### src/rtl/dma_blk_seq_pkg.sv
package dma_blk_seq_pkg;

   typedef enum logic [3:0] {
      ST_IDLE, ST_REQ, ST_D0, ST_D1, ST_D2, ST_D3,
      ST_URD, ST_UCAP, ST_UWR, ST_UUPD, ST_UCHK,
      ST_WCNT, ST_WSRC, ST_WDST, ST_REL
   } seq_state_e;

   typedef enum logic [1:0] {
      PM_FIX0 = 2'b00,
      PM_INC  = 2'b01,
      PM_DEC  = 2'b10,
      PM_FIX1 = 2'b11
   } ptr_mode_e;

   function automatic logic mode_moves(input logic [1:0] m);
      return (m == PM_INC) || (m == PM_DEC);
   endfunction

endpackage

### src/rtl/dma_blk_seq_ptr.sv
module dma_blk_seq_ptr
   import dma_blk_seq_pkg::*;
#(
   parameter int AW = 16
) (
   input  logic          clk,
   input  logic          rst_n,
   input  logic          load,
   input  logic [AW-1:0] load_val,
   input  logic          step,
   input  logic [1:0]    mode,
   output logic [AW-1:0] addr,
   output logic          moves
);

   assign moves = mode_moves(mode);

   always_ff @(posedge clk) begin
      if (!rst_n) begin
         addr <= '0;
      end else if (load) begin
         addr <= load_val;
      end else if (step) begin
         case (mode)
            PM_INC:  addr <= addr + AW'(1);
            PM_DEC:  addr <= addr - AW'(1);
            default: addr <= addr;
         endcase
      end
   end


   fixed_hold_chk: assert property (@(posedge clk) disable iff (!rst_n)
      (!load && !moves) |=> $stable(addr));


   inc_step_chk: assert property (@(posedge clk) disable iff (!rst_n)
      (!load && step && mode == PM_INC) |=> (addr == $past(addr) + AW'(1)));

endmodule

### src/rtl/dma_blk_seq_flags.sv
module dma_blk_seq_flags (
   input  logic clk,
   input  logic rst_n,
   input  logic sw_enable,
   input  logic sw_irq_clr,
   input  logic irq_en,
   input  logic xfer_req,
   input  logic accept,
   input  logic finish_zero,
   output logic ch_on,
   output logic pend,
   output logic irq
);

   always_ff @(posedge clk) begin
      if (!rst_n) begin
         ch_on <= 1'b0;
         pend  <= 1'b0;
         irq   <= 1'b0;
      end else begin
         if (finish_zero)    ch_on <= 1'b0;
         else if (sw_enable) ch_on <= 1'b1;

         if (!ch_on)         pend <= 1'b0;
         else if (xfer_req)  pend <= 1'b1;
         else if (accept)    pend <= 1'b0;

         if (finish_zero && irq_en) irq <= 1'b1;
         else if (sw_irq_clr)       irq <= 1'b0;
      end
   end


   irq_sticky_chk: assert property (@(posedge clk) disable iff (!rst_n)
      (irq && !sw_irq_clr) |=> irq);


   pend_off_chk: assert property (@(posedge clk) disable iff (!rst_n)
      !ch_on |=> !pend);


   off_at_zero_chk: assert property (@(posedge clk) disable iff (!rst_n)
      finish_zero |=> !ch_on);

endmodule

### src/rtl/dma_blk_seq.sv
module dma_blk_seq
   import dma_blk_seq_pkg::*;
#(
   parameter int AW    = 16,
   parameter int DW    = 32,
   parameter int CNT_W = 16,
   parameter int BLK_W = 8
) (
   input  logic          clk,
   input  logic          rst_n,
   input  logic          sw_enable,
   input  logic          sw_irq_clr,
   input  logic          irq_en,
   input  logic [AW-1:0] desc_base,
   input  logic          xfer_req,
   output logic          xfer_ack,
   output logic          xfer_end,
   output logic          bus_req,
   input  logic          bus_gnt,
   output logic          mem_en,
   output logic          mem_we,
   output logic [AW-1:0] mem_addr,
   output logic [DW-1:0] mem_wdata,
   input  logic [DW-1:0] mem_rdata,
   output logic          ch_on,
   output logic          irq
);

   localparam int BLK_LSB = CNT_W;
   localparam int SM_LSB  = BLK_LSB + BLK_W;
   localparam int DM_LSB  = SM_LSB + 2;
   localparam int CTRL_W  = DW - CNT_W;
   localparam int UNIT_W  = BLK_W + 1;

   if (DM_LSB + 2 > DW) begin : g_bad_fields
      $error("dma_blk_seq: record fields do not fit in DW");
   end
   if (AW >= DW) begin : g_bad_aw
      $error("dma_blk_seq: AW must be narrower than DW");
   end

   seq_state_e        st_q, st_d;
   logic [CNT_W-1:0]  cnt_q;
   logic [CTRL_W-1:0] ctrl_q;
   logic [DW-1:0]     data_q;
   logic [UNIT_W-1:0] units_q;
   logic              pend, accept, finish_zero, blk_done;
   logic [1:0]        mode_w   [2];
   logic [AW-1:0]     ptr_addr [2];
   logic              ptr_mv   [2];
   logic [BLK_W-1:0]  blk_w;

   assign blk_w     = ctrl_q[BLK_W-1:0];
   assign mode_w[0] = ctrl_q[SM_LSB-CNT_W +: 2];
   assign mode_w[1] = ctrl_q[DM_LSB-CNT_W +: 2];
   assign blk_done  = (cnt_q == '0) || (units_q >= {1'b0, blk_w});

   for (genvar g = 0; g < 2; g++) begin : g_ptr
      dma_blk_seq_ptr #(.AW(AW)) u_ptr (
         .clk      (clk),
         .rst_n    (rst_n),
         .load     (st_q == ((g == 0) ? ST_D2 : ST_D3)),
         .load_val (mem_rdata[AW-1:0]),
         .step     (st_q == ST_UUPD),
         .mode     (mode_w[g]),
         .addr     (ptr_addr[g]),
         .moves    (ptr_mv[g])
      );
   end

   assign accept      = (st_q == ST_REQ) && bus_gnt;
   assign finish_zero = (st_q == ST_REL) && (cnt_q == '0);

   dma_blk_seq_flags u_flags (
      .clk         (clk),
      .rst_n       (rst_n),
      .sw_enable   (sw_enable),
      .sw_irq_clr  (sw_irq_clr),
      .irq_en      (irq_en),
      .xfer_req    (xfer_req),
      .accept      (accept),
      .finish_zero (finish_zero),
      .ch_on       (ch_on),
      .pend        (pend),
      .irq         (irq)
   );

   always_comb begin
      st_d = st_q;
      unique case (st_q)
         ST_IDLE: if (ch_on && pend) st_d = ST_REQ;
         ST_REQ:  if (bus_gnt) st_d = ST_D0;
         ST_D0:   st_d = ST_D1;
         ST_D1:   st_d = ST_D2;
         ST_D2:   st_d = ST_D3;
         ST_D3:   st_d = ST_URD;
         ST_URD:  st_d = ST_UCAP;
         ST_UCAP: st_d = ST_UWR;
         ST_UWR:  st_d = ST_UUPD;
         ST_UUPD: st_d = ST_UCHK;
         ST_UCHK: st_d = blk_done ? ST_WCNT : ST_URD;
         ST_WCNT: st_d = ptr_mv[0] ? ST_WSRC : (ptr_mv[1] ? ST_WDST : ST_REL);
         ST_WSRC: st_d = ptr_mv[1] ? ST_WDST : ST_REL;
         ST_WDST: st_d = ST_REL;
         ST_REL:  st_d = ST_IDLE;
         default: st_d = ST_IDLE;
      endcase
   end

   always_ff @(posedge clk) begin
      if (!rst_n) begin
         st_q    <= ST_IDLE;
         cnt_q   <= '0;
         ctrl_q  <= '0;
         data_q  <= '0;
         units_q <= '0;
      end else begin
         st_q <= st_d;
         if (st_q == ST_D0) units_q <= '0;
         if (st_q == ST_D1) begin
            cnt_q  <= mem_rdata[CNT_W-1:0];
            ctrl_q <= mem_rdata[DW-1:CNT_W];
         end
         if (st_q == ST_UCAP) data_q <= mem_rdata;
         if (st_q == ST_UUPD) begin
            cnt_q   <= cnt_q - CNT_W'(1);
            units_q <= units_q + UNIT_W'(1);
         end
      end
   end

   always_comb begin
      mem_en    = 1'b0;
      mem_we    = 1'b0;
      mem_addr  = '0;
      mem_wdata = '0;
      unique case (st_q)
         ST_D0:   begin mem_en = 1'b1; mem_addr = desc_base; end
         ST_D1:   begin mem_en = 1'b1; mem_addr = desc_base + AW'(1); end
         ST_D2:   begin mem_en = 1'b1; mem_addr = desc_base + AW'(2); end
         ST_URD:  begin mem_en = 1'b1; mem_addr = ptr_addr[0]; end
         ST_UWR:  begin
            mem_en = 1'b1; mem_we = 1'b1;
            mem_addr = ptr_addr[1]; mem_wdata = data_q;
         end
         ST_WCNT: begin
            mem_en = 1'b1; mem_we = 1'b1;
            mem_addr = desc_base; mem_wdata = {ctrl_q, cnt_q};
         end
         ST_WSRC: begin
            mem_en = 1'b1; mem_we = 1'b1;
            mem_addr = desc_base + AW'(1);
            mem_wdata = {{(DW-AW){1'b0}}, ptr_addr[0]};
         end
         ST_WDST: begin
            mem_en = 1'b1; mem_we = 1'b1;
            mem_addr = desc_base + AW'(2);
            mem_wdata = {{(DW-AW){1'b0}}, ptr_addr[1]};
         end
         default: ;
      endcase
   end

   assign bus_req  = (st_q != ST_IDLE);
   assign xfer_ack = (st_q == ST_UWR);
   assign xfer_end = (st_q == ST_UWR) && (cnt_q == CNT_W'(1));


   no_bus_no_access_chk: assert property (@(posedge clk) disable iff (!rst_n)
      !bus_req |-> !mem_en);


   req_start_quiet_chk: assert property (@(posedge clk) disable iff (!rst_n)
      $rose(bus_req) |-> !mem_en);


   end_with_ack_chk: assert property (@(posedge clk) disable iff (!rst_n)
      xfer_end |-> xfer_ack);


   ack_is_write_chk: assert property (@(posedge clk) disable iff (!rst_n)
      xfer_ack |-> (mem_en && mem_we && mem_addr == ptr_addr[1]));


   units_bound_chk: assert property (@(posedge clk) disable iff (!rst_n)
      (st_q == ST_URD) |-> (units_q == '0 || units_q < {1'b0, blk_w}));


   cnt_step_chk: assert property (@(posedge clk) disable iff (!rst_n)
      (st_q == ST_UUPD) |=> (cnt_q == $past(cnt_q) - CNT_W'(1)));

endmodule

### config.mk
export PLATFORM = sky130hd
export DESIGN_NAME = dma_blk_seq
export DESIGN_NICKNAME = d
export VERILOG_FILES = /design/src/rtl/dma_blk_seq_pkg.sv /design/src/rtl/dma_blk_seq_ptr.sv /design/src/rtl/dma_blk_seq_flags.sv /design/src/rtl/dma_blk_seq.sv
export SDC_FILE = /design/constraint.sdc
export NUM_CORES = 1
export LEC_CHECK = 0
export BUFFER_PORTS_ARGS = -buffer_cell sky130_fd_sc_hd__buf_2
export CORE_ASPECT_RATIO = 1.75
export CORE_MARGIN = 1.5
export CORE_UTILIZATION = 45
export CTS_BUF_LIST = sky130_fd_sc_hd__clkbuf_16
export DETAILED_ROUTE_END_ITERATION = 7
export PLACE_DENSITY = 0.66
export SYNTH_ARGS = -nofsm -noshare
export SYNTH_HDL_FRONTEND = slang
export SYNTH_SLANG_ARGS = --single-unit
### constraint.sdc
create_clock -name clk -period 4.5 [get_ports clk]
set_input_delay 0.9 -clock clk [delete_from_list [all_inputs] [get_ports clk]]
set_output_delay 0.9 -clock clk [all_outputs]
set_load 0.02 [all_outputs]
Word-level counts from Yosys, hierarchy flattened

Index checks and enable logic that the tools add are counted.

Register bits: 112
Input port bits: 55
Logic and storage cells: 94

$add $sub $neg: 8
$lt $le $gt $ge: 1
Equal/unequal tests: 21
Muxes and demuxes: 24
Bitwise logic cells: 1
Reduce and logical (&&, ||, !) cells: 29

Operators with widths:

| operator                                                             | count |
|---|---|
| 32-bit case mux with 4 select lines                                  | 1 |
| 16-bit two-way mux                                                   | 6 |
| 16-bit case mux with 5 select lines                                  | 1 |
| 16-bit case mux with 2 select lines                                  | 2 |
| 4-bit case mux with 14 select lines                                  | 1 |
| 16-bit by 1-bit adder with 16-bit output, second input constant      | 3 |
| 16-bit by 1-bit subtractor with 16-bit output, second input constant | 3 |
| 4-bit == test, second input constant                                 | 7 |
| 9-bit two-way mux                                                    | 2 |
| 16-bit by 2-bit adder with 16-bit output, second input constant      | 1 |
| 16-bit by 1-bit == test with 1-bit output, second input constant     | 1 |
| 4-bit by 3-bit == test with 1-bit output, second input constant      | 4 |
| 16-bit logical NOT                                                   | 1 |
| 4-bit two-way mux                                                    | 4 |
| 2-bit nonzero test                                                   | 6 |
| 9-bit by 1-bit adder with 9-bit output, second input constant        | 1 |
| 9-bit by 8-bit greater-or-equal comparator with 1-bit output         | 1 |
| 4-bit by 2-bit == test with 1-bit output, second input constant      | 2 |
| 2-bit AND reduction                                                  | 4 |
| 2-bit OR reduction                                                   | 4 |
| 8-bit OR reduction                                                   | 1 |
| 1-bit two-way mux                                                    | 6 |
| 3-bit nonzero test                                                   | 2 |
| 1-bit logical AND                                                    | 5 |
| other kinds (10)                                                     | 15 |

Logic depth before layout (Yosys ltp)

Gate-level depths: netlist of run 1.

Depth in word-level cells: 5
Depth in mapped cells: 11
Mapped depth without buffers: 11

Hierarchy

From an unflattened synthesis of run 1, not the netlist that was laid out.

Cell total of the unflattened synthesis: 1,227
Area, all modules: 8,733.4 sq um

By module, submodules not included:

| module            | instances | cells an instance | area each (sq um) | sequential area each (sq um) |
|---|---|---|---|---|
| dma_blk_seq       | 1         | 703               | 4,969.8           | 1,541.5 |
| dma_blk_seq_ptr   | 2         | 257               | 1,829.3           | 320.3 |
| dma_blk_seq_flags | 1         | 10                | 105.1             | 60.1 |

Worst setup path before layout of run 1

No wires, ideal clock.

Kind: in2out
Start point: input desc_base[1]
End point: output mem_addr[15]
Data arrival time: 2,481 ps
Data required time: 3,600 ps
Setup slack: 1,119 ps
Stages on the path: 8
Cells stage by stage: ha_1 -> nand3_1 -> nor4_1 -> and3_1 -> nand3_1 -> or3_1 -> a21oi_1 -> a221o_1

Cells in the longest elaborated chain, start to end: 2
Elaborated cells between the ends (all ways): 3

RTL lines:

| what                                                                                                 | line               | source |
|---|---|---|
| from (decl)                                                                                          | dma_blk_seq.sv:14  | `input logic [AW-1:0] desc_base,` |
| 16-bit by 2-bit adder with 16-bit output or 16-bit by 1-bit adder with 16-bit output (tied branches) | n/a                |  |
| 16-bit case mux with 5 select lines *                                                                | dma_blk_seq.sv:137 | `unique case (st_q)` |
| to (decl)                                                                                            | dma_blk_seq.sv:22  | `output logic [AW-1:0] mem_addr,` |

Mark *: on every way between the ends. The rest lies on a longest branch, timed or not.

Worst setup path after layout of run 1

Start point: register st_q[2]
End point: output mem_addr[14]

Cells in the longest elaborated chain, start to end: 3
Elaborated cells between the ends (all ways): 12

RTL lines:

| what                                        | line               | source |
|---|---|---|
| from (decl)                                 | dma_blk_seq.sv:42  | `seq_state_e st_q, st_d;` |
| from (signal assigned)                      | dma_blk_seq.sv:118 | `st_q <= st_d;` |
| 4-bit == test, or another cell as far along | dma_blk_seq.sv:137 |  |
| 2-bit OR reduction (no line)                | n/a                |  |
| 16-bit case mux with 5 select lines *       | dma_blk_seq.sv:137 |  |

Marked as above.

==> out/metrics.cfg, run 1 <==
[outcome]
status = finished clean

[floorplan]
rows = 62
core_area_um2 = 16400
die_w_um = 101
die_h_um = 175
start_util = 0.463
ios = 110
die-area_um2 = 17700

[synthesis]
ys_ff_latch = 112
synthArstFlopShare = 0
yosys.area.top_type = dfxtp_1
post_synth.cell_area_avg_um2 = 7.49
syn_nets = 1116
yosysWarnings = 0
yosysUniqueCellTypes = 72
netlist.area_leader.share = 0.295
netlist_area_um2 = 7610
yosys-top-cells-area = dfxtp_1 (29%), nand2_1 (8.9%), a21oi_1 (8.2%)
synth_cells = 1016
synth_seq_area_share = 0.295
synth_flop_cell = dfxtp_1
synth-edff-count = 0

[sta]
whs_ns = 0.455
rsz0062_at_grt = no
tightest_slew_ns = 0.816
slew_violations = 0
min_period_ns = 4.00
finalCritPeriodShare = 0.888
tns_ns = 0
max_clock_freq_mhz = 250
maxSlewHeadroom = 0.454
hold_viol_final = 0
clock_skew_ns = 0.0144
setup_viol = 0

[drt]
viasPerCell = 6.10
dr.first_iter.drc_count = 508
wire_per_inst_um = 20.3
firstDrtPassIters = 5
vias = 8088
drc = 0
ant_nets = 0
wl_um = 26900

[setup_path]
worstRegToRegCells = 9
crit_type = reg2out
crit_path_end_kind = output port
reg2reg_slack_ns = 1.15
rr_startpoint = ctrl_q[9]
start_kind = flop
r2r_end = g_ptr[0].u_ptr.addr[15]
required_ns = 3.60
crit_fanout = 17
critPathArrivalTime_ns = 3.10
crit_start = st_q[2]
endpoint = mem_addr[14]

[pwr]
switchingPower_mw = 0.997
switching_share = 0.366
internal_power_mw = 1.73
p_leak_nw = 3.41
p_clk_frac = 0.318
peakVddDrop_mv = 0.194
powerDensity_nw_per_um2 = 315
power_frac_comb = 0.273
pwr-share-seq = 0.409

[placement]
hpwl_um = 19800
globalplace.congestion = 0.987
portBuffers = 109

[job]
cap_violations = 0

[hold_path]
hold_start = ctrl_q[15]
hold_class = reg2reg

[grt]
grt_pass1_vias = 7896
grt_usage = 0.302
grt_pass1_wl_um = 41400
gr-total-overflow = 0
grt_max_degree = 50
antenna_found_initial = 0

[layout]
drive_above_1_share = 0.156
fin_util = 0.527
area_growth_pct = 13.8
diodes = 0
finish.net_count = 1196

[cts]
cts_max_path_buffers = 2
cts_made_buffers = 9
clk_pin_slew_worst_paths_ns = 0.08
clkLatencyLatePin_ns = 0.35
cts_num_sinks = 112
htreeDepth = 3
cts-resized-gates = 0
clockRootBuffer = clkbuf_16
cts_hold_buffers = 0
cts_tree = built
postCtsSetupBuffers = 0

## flip-flops by register name (all words and copies together) (netlist names)
signal            cells
ctrl_q               16
cnt_q                16
g_ptr.u_ptr.addr     32
u_flags.ch_on         1
units_q               9
st_q                  4
u_flags.pend          1
data_q               32
u_flags.irq           1
## kinds of logic after synthesis
family | after synthesis | synth area share
muxes | 3 | 0.00427
AOI/OAI and AO/OA | 344 | 0.301
adders and majority gates | 45 | 0.0759
and+or+nand+nor | 403 | 0.250
xor gates and xnor gates | 26 | 0.0299
DFF | 112 | 0.295
buffers and inverters | 83 | 0.0444
## routing by layer
layer	vias to the layer above	global-route usage	wire (um)	part of all wire
met5	-	0	0	0
met2	330	0.537	13900	0.52
li1	3877	-	-	-
met3	92	0.0392	1490	0.055
met1	3789	0.328	9770	0.36
met4	0	0.194	1710	0.064
## cell usage after synthesis (all sizes together), types with 2 or more instances
cell type	count
nand2	181
a21oi	126
dfxtp	112
nor2	90
a22oi	60
clkbuf	44
ha	43
o21ai	35
nand3	26
inv	25
a22o	20
nor3	20
xnor2	16
buf	13
a221oi	12
nor2b	12
o211ai	12
a21o	11
o21a	11
xor2	10
and3	9
nand2b	9
nor4	9
or3	9
or2	8
a31oi	7
nand4	7
and2	6
nand3b	6
nand4b	6
a211oi	5
a222oi	5
o311ai	5
a2111oi	4
a311oi	4
o22ai	4
a221o	3
o211a	3
o21bai	3
o31ai	3
fa	2
mux2	2
o2111ai	2
or4	2
## worst min path at each step
stage	to	slack (ns)	cells after the start
floorplan	ctrl_q[12]	0.44	2
global placement	ctrl_q[15]	0.44	2
detailed placement	data_q[16]	0.45	2
CTS	data_q[16]	0.46	2
global route	data_q[16]	0.47	2
finish	ctrl_q[15]	0.46	2
## final cells by class
type | count | area [um2]
multi-input combinational | 821 | 5040
sequential | 112 | 2240
fill | 1736 | 7780
tap | 224 | 280
clock inverter | 7 | 100
inverter | 26 | 98.8
clock buffer | 9 | 225
timing repair buffer | 126 | 673
## worst max-delay path: stages, from the launching register on
cell and delay, ns:
dfxtp_1 0.67, nand2_1 0.29, nor3_4 0.52, nor2_1 0.22
nor2_1 0.14, a21oi_1 0.09, o311ai_0 0.55, buf_2 0.27
## layout by cell type, fill, tap and decap left out, types with 4 or more instances in the layout
| master | n |
|---|---|
| xor2_1 | 10 |
| nand3b_1 | 6 |
| a31oi_1 | 7 |
| o311ai_0 | 5 |
| nand4_1 | 7 |
| o21a_1 | 11 |
| nor3_1 | 17 |
| buf_4 | 17 |
| nor2b_1 | 12 |
| nand4b_1 | 6 |
| a222oi_1 | 5 |
| and2_1 | 6 |
| nand2_1 | 180 |
| inv_1 | 25 |
| a22oi_1 | 60 |
| a211oi_1 | 5 |
| nor4_1 | 6 |
| clkbuf_16 | 9 |
| nor2_2 | 4 |
| a21oi_1 | 125 |
| a21o_1 | 11 |
| and3_1 | 9 |
| nand3_1 | 26 |
| ha_1 | 43 |
| a311oi_1 | 4 |
| buf_2 | 109 |
| o22ai_1 | 4 |
| nor2_1 | 84 |
| o21ai_0 | 35 |
| a22o_1 | 20 |
| o211ai_1 | 12 |
| nand2b_1 | 8 |
| or3_1 | 9 |
| xnor2_1 | 16 |
| dfxtp_1 | 112 |
| or2_2 | 7 |
| a221oi_1 | 12 |
## per-stage QoR
stage	setup slack [ns]	power, mW	instance area [um2]	cells
floorplan	1.12	1.62	7610	1016
global placement	0.806	1.87	8340	1309
detailed placement	0.771	1.87	8340	1309
CTS	0.585	2.73	8660	1325
global route	0.303	2.85	8660	1325
finish	0.502	2.73	8660	1325
## power by group through the flow
stage | sequential [mW] | clock, mW | combinational (mW)
2_1_floorplan | 1.09 | 0 | 0.526
6_report | 1.12 | 0.867 | 0.743
4_1_cts | 1.11 | 0.882 | 0.736
5_1_grt | 1.12 | 0.917 | 0.807
3_3_place_gp | 1.14 | 0 | 0.730
3_5_place_dp | 1.14 | 0 | 0.734
(Power assumes the default switching activity.)
==> run 2: changes to the inputs <==
- ABC_AREA: not set -> 1
==> out/metrics.cfg, run 2 <==
[outcome]
status = finished clean

[sta]
slew_violations = 0
setup_viol = 0
finalCritPeriodShare = 0.752
maxSlewHeadroom = 0.211
fin_ws_ns = 1.12
max_clock_freq_mhz = 296
tightest_slew_ns = 1.18
tns_ns = 0
hold_viol_final = 0
rsz0062_at_grt = no
whs_ns = 0.473
min_period_ns = 3.38
clock_skew_ns = 0.0108

[synthesis]
netlist.area_leader.share = 0.273
yosysMostFrequentCell = nand2_1
post_synth.cell_area_avg_um2 = 6.35
synth_seq_area_share = 0.273
yosysWarnings = 0
syn_nets = 1393
ys_ff_latch = 112
yosys-top-cells-area = dfxtp_1 (27%), nand2_1 (13%), inv_1 (7.7%)
yosys.area.top_type = dfxtp_1
netlist_area_um2 = 8210
synth_flop_cell = dfxtp_1
yosysUniqueCellTypes = 49
synth-edff-count = 0
synthTopCellsByCount = nand2_1 (278), inv_1 (168), nor2_1 (132), a21oi_1 (112), dfxtp_1 (112)
synth_cells = 1293
synthArstFlopShare = 0

[layout]
diodes = 0
fin_cells = 1616
reg_top3 = data_q (32), g_ptr.u_ptr.addr (32)
finish.net_count = 1477
area_growth_pct = 12.2
drive_above_1_share = 0.137
final_cell_mix = nand2_1 (278), inv_1 (167), nor2_1 (131)
mostFrequentLayoutCell = nand2_1

[floorplan]
rows = 65
core_area_um2 = 18000
ios = 110
die_h_um = 182
die-area_um2 = 19100
die_w_um = 105
start_util = 0.457

[drt]
wire_per_inst_um = 18.2
ant_nets = 0
vias = 9173
firstDrtPassIters = 6
wl_um = 29400
viasPerCell = 5.68
drc = 0
dr.first_iter.drc_count = 701

[cts]
clk_pin_slew_worst_paths_ns = 0.08
cts-resized-gates = 0
cts_tree = built
cts_num_sinks = 112
postCtsSetupBuffers = 0
clockRootBuffer = clkbuf_16
cts_made_buffers = 9
htreeDepth = 3
clkLatencyLatePin_ns = 0.37
cts_hold_buffers = 0
cts_max_path_buffers = 2

[setup_path]
rr_startpoint = ctrl_q[8]
reg2reg_slack_ns = 1.74
worstRegToRegCells = 10
start_kind = flop
critPathArrivalTime_ns = 2.48
cpPeakStageDelay_ns = 0.44
crit_type = reg2out
cp_slowest_cell = dfxtp_1
required_ns = 3.60
r2r_end = g_ptr[0].u_ptr.addr[12]
crit_fanout = 34
crit_path_end_kind = output port
crit_chain = nand2_2 > inv_2 > nand2_2 > inv_2 > buf_4 > nand2_1 > o21ai_0 > inv_1 > o221ai_1 > buf_2

[grt]
grt_usage = 0.308
grt_max_degree = 59
grt_pass1_wl_um = 45800
gr-total-overflow = 0
grt_pass1_vias = 8923
antenna_found_initial = 0

[hold_path]
min_to = u_flags.pend
hold_start = u_flags.ch_on
hold_class = reg2reg
min_path_cells = 2

[pwr]
peakVddDrop_mv = 0.239
powerDensity_nw_per_um2 = 213
p_leak_nw = 4.36
power_mw = 1.97

[placement]
dpl.cell_count = 1600
pre_cts_ws_ns = 1.20
portBuffers = 109
hpwl_um = 22600
globalplace.congestion = 0.961

[job]
cap_violations = 0

==> run 2: cell types whose count changed in the layout (fill, tap and decap cells not counted), moves of 24 or more <==
cell	before	now
nand2_1	180	278
o22ai_1	4	46
inv_2	0	24
nand3_1	26	78
nor2_1	84	131
a22oi_1	60	2
o21ai_0	35	91
inv_1	25	167
==> run 2: worst max path at each step <==
| stage | endpoint | startpoint | depth (start not counted) | slack [ns] |
|---|---|---|---|---|
| finish | mem_addr[7] | st_q[3] | 10 | 1.12 |
| CTS | mem_addr[7] | st_q[3] | 10 | 1.14 |
| detailed placement | mem_addr[14] | desc_base[0] | 9 | 1.20 |
| global placement | mem_addr[14] | desc_base[0] | 9 | 1.23 |
| floorplan | mem_addr[11] | desc_base[1] | 7 | 1.52 |
| global route | mem_addr[7] | st_q[3] | 10 | 0.97 |
==> run 2: cells by family (layout without fill, tap and decap cells) <==
group / after synthesis / count (layout) / synth area share
and+or+nand+nor: 554 / 554 / 0.292
AOI/OAI and AO/OA: 330 / 330 / 0.235
buffers and inverters: 235 / 324 / 0.112
DFF: 112 / 112 / 0.273
adders and majority gates: 45 / 45 / 0.0704
xor gates and xnor gates: 17 / 17 / 0.0181
==> run 2: metrics by stage <==
step	area (um2)	util
after floorplan	8210	-
after global placement	8900	0.495
after detailed placement	8900	0.495
after CTS	9210	0.513
after global routing	9210	0.513
final	9210	0.513
==> run 2: power breakdown <==
| part | switching (mW) | total (mW) | leakage (nW) | internal [mW] |
|---|---|---|---|---|
| Combinational | 0.0771 | 0.110 | 3.30 | 0.0333 |
| Sequential | 0.00253 | 0.994 | 0.902 | 0.992 |
| Clock | 0.416 | 0.861 | 0.154 | 0.445 |
| Total | 0.496 | 1.97 | 4.36 | 1.47 |
==> run 2: layout make-up <==
cell class | count | area (um2)
clock buffers | 9 | 225
clock inverters | 7 | 83.8
fillers | 1905 | 8760
inverters | 194 | 728
multi-input cells | 946 | 5060
flip-flops and latches | 112 | 2240
well taps | 234 | 293
repair buffers | 114 | 583
==> run 2: layer usage <==
metal	part of all wire	track usage	wire length (um)
met5	0	0	0
met4	0.072	0.199	2120
met3	0.060	0.0413	1750
met2	0.51	0.564	15000
met1	0.36	0.326	10600
==> run 2: critical path: cells and delay by family (launching register included) <==
family | cells | cell delay, ns
simple gates | 3 | 0.48
buf+inv | 5 | 1.02
compound gates | 2 | 0.17
flops | 1 | 0.44
